===== src/rtl/rpc_pkg.sv =====
// Package: shared constants and types for the reset pulse controller.
// Assumes an 8-bit status register whose top three bits hold the flags.
package rpc_pkg;

    localparam int REG_W    = 8;
    localparam int N_FLAGS  = 3;
    // Flag index i lives at status bit FLAG_LSB + i.
    localparam int FLAG_LSB = 5;
    localparam int IDX_LOWV = 0;   // bit 5
    localparam int IDX_LATE = 1;   // bit 6
    localparam int IDX_EARLY = 2;  // bit 7

    // Hardware reset sources captured in one cycle.
    typedef struct packed {
        logic early_wd;
        logic late_wd;
        logic lowv;
    } rpc_src_t;

endpackage


===== src/rtl/rpc_tick_gen.sv =====
// Module: timebase prescaler. Emits a one-cycle tick every TICK_DIV clocks.
// Assumes: restart re-aligns the phase so that a pulse starting now sees its
// first tick exactly TICK_DIV cycles later.
module rpc_tick_gen #(
    parameter int TICK_DIV = 4
) (
    input  logic clk,
    input  logic rst_n,
    input  logic restart,
    output logic tick
);
    localparam int CW = (TICK_DIV > 1) ? $clog2(TICK_DIV) : 1;
    localparam logic [CW-1:0] LAST = CW'(TICK_DIV - 1);

    logic [CW-1:0] div_q;

    // Count clocks modulo TICK_DIV, restarting from zero on request.
    always_ff @(posedge clk) begin
        if (!rst_n || restart) begin
            div_q <= '0;
        end else if (div_q == LAST) begin
            div_q <= '0;
        end else begin
            div_q <= div_q + 1'b1;
        end
    end

    // Tick on the last count of each period.
    always_comb tick = (div_q == LAST);

endmodule


===== src/rtl/rpc_pin_sense.sv =====
// Module: reset line sense. Synchronizes the sensed level, masks it while the
// block itself is pulling low, and issues one request per external low.
// Assumes: blank covers the drive interval plus the settling time after it.
module rpc_pin_sense (
    input  logic clk,
    input  logic rst_n,
    input  logic pin_in,
    input  logic blank,
    output logic manual_req
);
    logic sync1_q, sync2_q;
    logic armed_q;

    // Two-stage synchronizer, idle high.
    always_ff @(posedge clk) begin
        if (!rst_n) begin
            sync1_q <= 1'b1;
            sync2_q <= 1'b1;
        end else begin
            sync1_q <= pin_in;
            sync2_q <= sync1_q;
        end
    end

    // Arm once the line is seen high while unmasked; disarm on a request.
    always_ff @(posedge clk) begin
        if (!rst_n) begin
            armed_q <= 1'b0;
        end else if (manual_req) begin
            armed_q <= 1'b0;
        end else if (sync2_q && !blank) begin
            armed_q <= 1'b1;
        end
    end

    // Request when an armed, unmasked line reads low.
    always_comb manual_req = armed_q && !sync2_q && !blank;

endmodule


===== src/rtl/rpc_pulse_timer.sv =====
// Module: pulse timer. Holds active for PULSE_TICKS ticks after each start
// (a start during a pulse reloads it), then raises holdoff for one tick.
// Assumes: tick phase is restarted together with start.
module rpc_pulse_timer #(
    parameter int PULSE_TICKS = 8
) (
    input  logic clk,
    input  logic rst_n,
    input  logic start,
    input  logic tick,
    output logic active,
    output logic holdoff
);
    localparam int RW = $clog2(PULSE_TICKS + 1);
    localparam logic [RW-1:0] FULL = RW'(PULSE_TICKS);
    localparam logic [RW-1:0] ONE  = RW'(1);

    logic [RW-1:0] remain_q;
    logic          active_q;
    logic          holdoff_q;
    logic          last_tick;

    // Final tick of the running pulse.
    always_comb last_tick = active_q && tick && (remain_q == ONE);

    // Load on start, count down on ticks, drop at zero.
    always_ff @(posedge clk) begin
        if (!rst_n) begin
            active_q <= 1'b0;
            remain_q <= '0;
        end else if (start) begin
            active_q <= 1'b1;
            remain_q <= FULL;
        end else if (active_q && tick) begin
            remain_q <= remain_q - 1'b1;
            if (remain_q == ONE) begin
                active_q <= 1'b0;
            end
        end
    end

    // Mask the line for one tick after release.
    always_ff @(posedge clk) begin
        if (!rst_n || start) begin
            holdoff_q <= 1'b0;
        end else if (last_tick) begin
            holdoff_q <= 1'b1;
        end else if (holdoff_q && tick) begin
            holdoff_q <= 1'b0;
        end
    end

    assign active  = active_q;
    assign holdoff = holdoff_q;

endmodule


===== src/rtl/rpc_flag_reg.sv =====
// Module: sticky source flags with write-one-to-clear at STATUS_ADDR.
// Assumes: a set event in the same cycle as a clear takes priority.
module rpc_flag_reg
    import rpc_pkg::*;
#(
    parameter int ADDR_W = 8,
    parameter logic [ADDR_W-1:0] STATUS_ADDR = 8'h09
) (
    input  logic              clk,
    input  logic              rst_n,
    input  rpc_src_t          set_src,
    input  logic              wr_en,
    input  logic [ADDR_W-1:0] wr_addr,
    input  logic [REG_W-1:0]  wr_data,
    output logic [REG_W-1:0]  status
);
    logic [N_FLAGS-1:0] set_vec;
    logic [N_FLAGS-1:0] clr_vec;
    logic [N_FLAGS-1:0] flag_q;
    logic               hit;
    logic               unused_low_bits;

    // Address decode of the status register.
    always_comb hit = wr_en && (wr_addr == STATUS_ADDR);

    // Map sources to flag indices.
    always_comb begin
        set_vec            = '0;
        set_vec[IDX_LOWV]  = set_src.lowv;
        set_vec[IDX_LATE]  = set_src.late_wd;
        set_vec[IDX_EARLY] = set_src.early_wd;
    end

    // Clear mask from the written ones.
    always_comb clr_vec = hit ? wr_data[FLAG_LSB +: N_FLAGS] : '0;

    assign unused_low_bits = ^wr_data[FLAG_LSB-1:0];

    for (genvar i = 0; i < N_FLAGS; i++) begin : g_flag
        // One sticky bit: set wins over clear.
        always_ff @(posedge clk) begin
            if (!rst_n) begin
                flag_q[i] <= 1'b0;
            end else if (set_vec[i]) begin
                flag_q[i] <= 1'b1;
            end else if (clr_vec[i]) begin
                flag_q[i] <= 1'b0;
            end
        end
    end

    // Place flags in the status byte.
    always_comb begin
        status = '0;
        status[FLAG_LSB +: N_FLAGS] = flag_q;
    end

endmodule


===== src/rtl/rst_pulse_ctrl.sv =====
// Module: reset pulse controller top. Merges hardware and line-sensed
// requests, drives the open-drain line for a fixed width, raises the bus
// lockout while driving and records the hardware source in sticky flags.
// Assumes: an external pull-up on the line; pin_in reads the line level.
module rst_pulse_ctrl
    import rpc_pkg::*;
#(
    parameter int PULSE_TICKS = 100,
    parameter int TICK_DIV    = 50000,
    parameter int ADDR_W      = 8,
    parameter logic [ADDR_W-1:0] STATUS_ADDR = 8'h09
) (
    input  logic              clk,
    input  logic              rst_n,
    input  logic              wdt_early_req,
    input  logic              wdt_late_req,
    input  logic              lowv_req,
    input  logic              pin_in,
    output logic              pin_drive_low,
    output logic              bus_lockout,
    input  logic              reg_wr_en,
    input  logic [ADDR_W-1:0] reg_addr,
    input  logic [REG_W-1:0]  reg_wdata,
    output logic [REG_W-1:0]  flags_out
);
    rpc_src_t hw_src;
    logic     manual_req;
    logic     start;
    logic     tick;
    logic     active;
    logic     holdoff;
    logic     blank;

    // Gather hardware sources.
    always_comb begin
        hw_src.early_wd = wdt_early_req;
        hw_src.late_wd  = wdt_late_req;
        hw_src.lowv     = lowv_req;
    end

    // Any source (re)starts a pulse; the line is masked during and after it.
    always_comb start = wdt_early_req || wdt_late_req || lowv_req || manual_req;
    always_comb blank = active || holdoff;

    rpc_tick_gen #(.TICK_DIV(TICK_DIV)) u_tick (
        .clk     (clk),
        .rst_n   (rst_n),
        .restart (start),
        .tick    (tick)
    );

    rpc_pin_sense u_sense (
        .clk        (clk),
        .rst_n      (rst_n),
        .pin_in     (pin_in),
        .blank      (blank),
        .manual_req (manual_req)
    );

    rpc_pulse_timer #(.PULSE_TICKS(PULSE_TICKS)) u_timer (
        .clk     (clk),
        .rst_n   (rst_n),
        .start   (start),
        .tick    (tick),
        .active  (active),
        .holdoff (holdoff)
    );

    rpc_flag_reg #(.ADDR_W(ADDR_W), .STATUS_ADDR(STATUS_ADDR)) u_flags (
        .clk     (clk),
        .rst_n   (rst_n),
        .set_src (hw_src),
        .wr_en   (reg_wr_en),
        .wr_addr (reg_addr),
        .wr_data (reg_wdata),
        .status  (flags_out)
    );

    assign pin_drive_low = active;
    assign bus_lockout   = active;

endmodule


===== config.mk =====
export PLATFORM = sky130hd
export DESIGN_NAME = rst_pulse_ctrl
export DESIGN_NICKNAME = d
export VERILOG_FILES = /design/src/rtl/rpc_pkg.sv /design/src/rtl/rpc_tick_gen.sv /design/src/rtl/rpc_pin_sense.sv /design/src/rtl/rpc_pulse_timer.sv /design/src/rtl/rpc_flag_reg.sv /design/src/rtl/rst_pulse_ctrl.sv
export SDC_FILE = /design/constraint.sdc
export NUM_CORES = 1
export LEC_CHECK = 0
export ABC_AREA = 1
export BUFFER_PORTS_ARGS = -buffer_cell sky130_fd_sc_hd__buf_2
export CAP_MARGIN = 10
export CORE_AREA = 2 2 74 76
export CTS_CLUSTER_SIZE = 40
export DETAILED_ROUTE_END_ITERATION = 8
export DIE_AREA = 0 0 76 78
export PLACE_DENSITY = 0.6
export SLEW_MARGIN = 25
export SYNTH_ARGS = -nofsm -noshare
export SYNTH_HDL_FRONTEND = slang
export SYNTH_SLANG_ARGS = --single-unit

===== constraint.sdc =====
create_clock -name clk -period 3.5 [get_ports clk]
set_input_delay 0 -clock clk [delete_from_list [all_inputs] [get_ports clk]]
set_output_delay 0 -clock clk [all_outputs]
set_load 0.02 [all_outputs]

==> results of run 1 <==
==> layer usage <==
metal	share of wire [%]	up-vias	track usage (%)
li1	-	766	-
met1	48	614	13.4
met2	46	28	19.0
met3	3.1	6	2.91
met4	2.5	0	6.73
met5	0	-	0
==> power by group <==
group / internal, W / leakage (nW) / switching, W
Combinational: 0.0000233 / 0.507 / 0.0000327
Sequential: 0.000361 / 0.253 / 0.00000533
Clock: 0.000154 / 0.0470 / 0.000131
==> stage by stage <==
stage	instance area, sq um	setup slack (ns)
after global placement	1820	1.90
after floorplan	1690	2.13
after detailed placement	1820	1.89
after CTS	1950	1.86
after global routing	1950	1.71
final	1950	1.88
==> worst max path at each step <==
stage                               start             endpoint  slack (ns)  cells after the start
after detailed placement  u_tick.div_q[0]      u_timer.holdoff        1.89                      6
after global placement    u_tick.div_q[0]      u_timer.holdoff        1.90                      6
final                     u_tick.div_q[0]      u_timer.holdoff        1.88                      6
after global routing      u_tick.div_q[0]      u_timer.holdoff        1.71                      6
after CTS                 u_tick.div_q[0]      u_timer.holdoff        1.86                      6
after floorplan           u_tick.div_q[0]  u_timer.remain_q[2]        2.13                      9
==> cell type report <==
class	count	area (sq um)
flip-flops and latches	31	621
repair buffers	26	150
inverters	30	113
clock buffers	6	82.6
clock inverters	1	5.00
fillers	519	3090
well taps	70	87.6
multi-input cells	163	891
==> registers in the layout, indices dropped and copies added, names as in the netlist <==
name	count
u_tick.div_q	16
u_timer.remain_q	7
u_flags.status	3
u_sense.armed_q	1
u_sense.sync1_q	1
u_sense.sync2_q	1
u_timer.active	1
u_timer.holdoff	1
==> worst max-delay path, cell delays in order, from the launching register on <==
cell and delay (ns):
dfxtp_1 0.37, ha_1 0.24, nand3_4 0.14, nor2_4 0.15, nand3_2 0.25, or2_0 0.29
a21oi_1 0.12
==> cells by family (layout without fill, tap and decap cells) <==
family	after synthesis	count (layout)	synth area share (%)
buffers and inverters	38	63	10.4
XOR/XNOR	11	11	5.77
AND/OR/NAND/NOR	120	120	36.2
AO/OA/AOI/OAI	24	24	8.02
flip-flops	31	31	37.2
adder cells (fa/ha/maj)	3	3	2.25
other	1	5	0.225
==> cells in the mapped netlist <==
cell type	count
buf_6	1
o21ai_1	1
a21oi_4	1
nand3_2	3
dfxtp_1	31
xnor2_1	6
nand3_1	11
inv_1	25
xor2_1	5
a21oi_1	17
o21ai_0	4
nand2_4	2
conb_1	1
or2_0	4
nand2_1	40
nor2_8	1
nor3_1	2
nor3b_1	1
ha_1	3
buf_4	6
nor2_4	4
inv_2	4
nor2_2	3
buf_2	1
or2_2	2
clkinv_1	1
nand3_4	1
nor2_1	39
a211oi_1	1
nand4_1	7
==> flow_summary.json, run 1 <==
{
  "status": "finished, final reports clean",
  "clkSinkCount": 31,
  "grt_pass1_wl_mm": 5.53,
  "cts_buffers": 5,
  "drc_errors": 0,
  "crit_fanout": 12,
  "cp-start-kind": "flip-flop",
  "die_w_microns": 76,
  "tritoncts": "yes",
  "yosys_warnings": 0,
  "maxSlewViolCount": 0,
  "die_y_microns": 78,
  "reg2reg_depth": 6,
  "path_class": "flip-flop to flip-flop",
  "worstReg2RegEnd": "u_timer.holdoff",
  "rsz0062_at_grt": "no",
  "worstHoldEndpoint": "u_flags.status[6]",
  "post-synth-top-area-cell": "dfxtp_1",
  "io_buffers": 22,
  "yosysTopAreaCellShare_pct": 37.2,
  "period_needed_ns": 1.62,
  "synth_area_leaders": "dfxtp_1, nand2_1, nor2_1",
  "antenna_found_initial": 0,
  "overflow": 0,
  "wl_mm": 3.07,
  "n_antenna_cell": 0,
  "ant_nets": 0,
  "post_cts_resized": 0,
  "clk_pin_slew_worst_paths_ns": 0.07,
  "r2r_start": "u_tick.div_q[0]",
  "finalClockSkew_ns": 0.00688,
  "setup_viol": 0,
  "rows": 26,
  "p_leak_nw": 0.807,
  "drive_above_1_share_pct": 19.5,
  "synth.avg_cell_area_sq_um": 7.33,
  "cts-htree-levels": 2,
  "clock_latency_ns": 0.29,
  "clock_path_buffers": 2,
  "placed_cells": 316,
  "layout_commonest_cell": "nand2_1",
  "first_global_vias": 1342,
  "cp-end-kind": "flip-flop",
  "maxCapViolations": 0,
  "postCtsSetupRepairBufs": 0,
  "die_area_sq_um": 5930,
  "period_share_pct": 46.3,
  "required_ns": 3.72,
  "root_buffer": "clkbuf_8",
  "stdcell_count": 327,
  "rrSetupSlack_ns": 1.88,
  "grt_start_max_net_pins": 16,
  "track_usage_pct": 11.5,
  "pin_count": 33,
  "worstPathArrival_ns": 1.84,
  "ctsHoldBuffers": 4,
  "timing.hold.ws_ns": 0.0588,
  "start_util_pct": 33.1,
  "area_growth_pct": 16.7,
  "powerDensity_nw_per_um2": 363,
  "synth_cell_types": 30,
  "fin_util_pct": 38.7,
  "synth-seq-cells": 31,
  "hold_violations": 0,
  "fin_setup_tns_ns": 0,
  "routedWlPerCell_microns": 9.39,
  "viasPerCell": 4.32,
  "synthCells": 228,
  "fin_nets": 283,
  "synth-seq-area-share_pct": 37.2,
  "gp_routability_congestion": 0.760,
  "synth_area_sq_um": 1670,
  "holdCritStartpoint": "reg_wdata[6]",
  "irDropWorstVdd_mv": 0.287,
  "coreArea_sq_um": 5040,
  "final_cell_mix": "nand2_1, nor2_1, dfxtp_1",
  "vias": 1414,
  "hp-class": "input port to flip-flop",
  "holdPathStages": 4,
  "total_power_w": 0.000707,
  "drt_iter0_drc": 31,
  "dr.pass1.iters": 4,
  "timing.fmax_ghz": 0.617,
  "dp_hpwl_mm": 2.26
}
(Power assumes the default switching activity.)
==> run 2: changes to the inputs <==
==> constraint.sdc (replaced) <==
create_clock -name clk -period 1.6 [get_ports clk]
set_input_delay 0 -clock clk [delete_from_list [all_inputs] [get_ports clk]]
set_output_delay 0 -clock clk [all_outputs]
set_load 0.02 [all_outputs]
==> flow_summary.json, run 2 (synthesis results as in run 1) <==
{
  "dp_hpwl_mm": 2.38,
  "track_usage_pct": 11.5,
  "startpoint": "u_tick.div_q[1]",
  "maxSlewViolCount": 0,
  "grt_pass1_wl_mm": 5.53,
  "maxCapViolations": 0,
  "worstPathArrival_ns": 1.63,
  "pin_count": 33,
  "final_cell_mix": "nand2_1, nor2_1, dfxtp_1",
  "cts-htree-levels": 2,
  "io_buffers": 22,
  "ant_nets": 0,
  "first_global_vias": 1311,
  "fin_nets": 290,
  "rows": 26,
  "setup_viol": 0,
  "gp_routability_congestion": 0.787,
  "layout_commonest_cell": "nand2_1",
  "cts_buffers": 5,
  "clock_path_buffers": 2,
  "fin_setup_tns_ns": 0,
  "clk_pin_slew_worst_paths_ns": 0.06,
  "total_power_w": 0.00152,
  "r2r_start": "u_tick.div_q[1]",
  "rsz0062_at_grt": "no",
  "largest_reg_flops": 16,
  "viasPerCell": 4.34,
  "die_area_sq_um": 5930,
  "postCtsSetupRepairBufs": 0,
  "postLayoutSetupSlackWorst_ns": 0.182,
  "reg2reg_depth": 8,
  "hold_violations": 0,
  "start_util_pct": 33.1,
  "num-fill-cells": 542,
  "cp-start-kind": "flip-flop",
  "period_needed_ns": 1.42,
  "finalClockSkew_ns": 0.00562,
  "root_buffer": "clkbuf_8",
  "timing.hold.ws_ns": 0.0626,
  "drive_above_1_share_pct": 21.5,
  "worstReg2RegEnd": "u_timer.remain_q[0]",
  "drt_iter0_drc": 41,
  "crit_fanout": 5,
  "drc_errors": 0,
  "die_w_microns": 76,
  "grt_start_max_net_pins": 11,
  "period_share_pct": 88.6,
  "dr.pass1.iters": 4,
  "overflow": 0,
  "clock_latency_ns": 0.28,
  "required_ns": 1.81,
  "coreArea_sq_um": 5040,
  "cp-end-kind": "flip-flop",
  "hp-class": "input port to flip-flop",
  "powerDensity_nw_per_um2": 761,
  "clkSinkCount": 31,
  "path_class": "flip-flop to flip-flop",
  "p_leak_nw": 0.832,
  "crit_path_end": "u_timer.remain_q[0]",
  "n_antenna_cell": 0,
  "area_growth_pct": 19.6,
  "die_y_microns": 78,
  "antenna_found_initial": 0,
  "rrSetupSlack_ns": 0.18,
  "regMostFlops": "u_tick.div_q",
  "vias": 1454,
  "irDropWorstVdd_mv": 0.533,
  "preCtsSetupSlack_ns": 0.142,
  "timing.fmax_ghz": 0.705,
  "routedWlPerCell_microns": 9.40,
  "tritoncts": "yes",
  "wl_mm": 3.15,
  "status": "finished, final reports clean"
}
## run 2: cell count changes in the layout (fill, tap and decap cells not counted)
cell,change
clkbuf_8,-1
ha_2,+1
buf_4,+7
clkbuf_1,+2
ha_1,-1
## run 2: critical path, cell delays in order, from the launching register on
cell and delay [ns]:
dfxtp_1 0.34, ha_2 0.22, nand3_4 0.11, nor2_4 0.15, nand3_2 0.12, buf_4 0.17, inv_2 0.06, nand2_1 0.05
a21oi_1 0.11
## run 2: metal layers
metal / track usage (%) / vias to the layer above / wire [microns] / part of all wire, %
met1: 13.7 / 647 / 1540 / 49
met2: 19.7 / 23 / 1450 / 46
met5: 0 / - / 0 / 0
li1: - / 777 / - / -
met3: 2.09 / 7 / 91 / 2.9
met4: 6.55 / 0 / 71 / 2.3
## run 2: power by group
part           switching [W]  total (W)  internal (W)
clock network       0.000286   0.000591      0.000305
registers         0.00000993   0.000799      0.000789
logic              0.0000744   0.000131     0.0000566
## run 2: cell type report
type / instances / area [sq um] / area share (%)
multi-input combinational: 163 / 893 / 44.7
sequential: 31 / 621 / 31.1
timing repair buffer: 33 / 203 / 10.1
inverter: 30 / 113 / 5.64
tap: 70 / 87.6 / 4.38
clock buffer: 7 / 76.3 / 3.82
clock inverter: 1 / 5.00 / 0.250
## run 2: worst min-delay path by stage
stage,startpoint,end,slack (ns),cells past startpoint
floorplan,pin_in,u_sense.sync1_q,0.11,1
global placement,pin_in,u_sense.sync1_q,0.19,2
detailed placement,pin_in,u_sense.sync1_q,0.19,2
CTS,reg_wdata[7],u_flags.status[7],0.05,4
global route,rst_n,u_tick.div_q[12],0.10,3
finish,reg_wdata[7],u_flags.status[7],0.06,4
## run 2: stage by stage
step / util (%) / std cells / cell area, sq um
after global placement: 37.2 / 323 / 1870
after detailed placement: 37.2 / 323 / 1870
after CTS: 39.6 / 335 / 2000
final: 39.6 / 335 / 2000
after floorplan: - / 232 / 1690
after global routing: 39.6 / 335 / 2000
## run 2: repair_timing
item / in CTS / in global routing
endpoints found under the setup margin: 0 / 1
resized for setup: 0 / 1
hold endpoints to repair: 4 / 0
hold buffers: 4 / 0
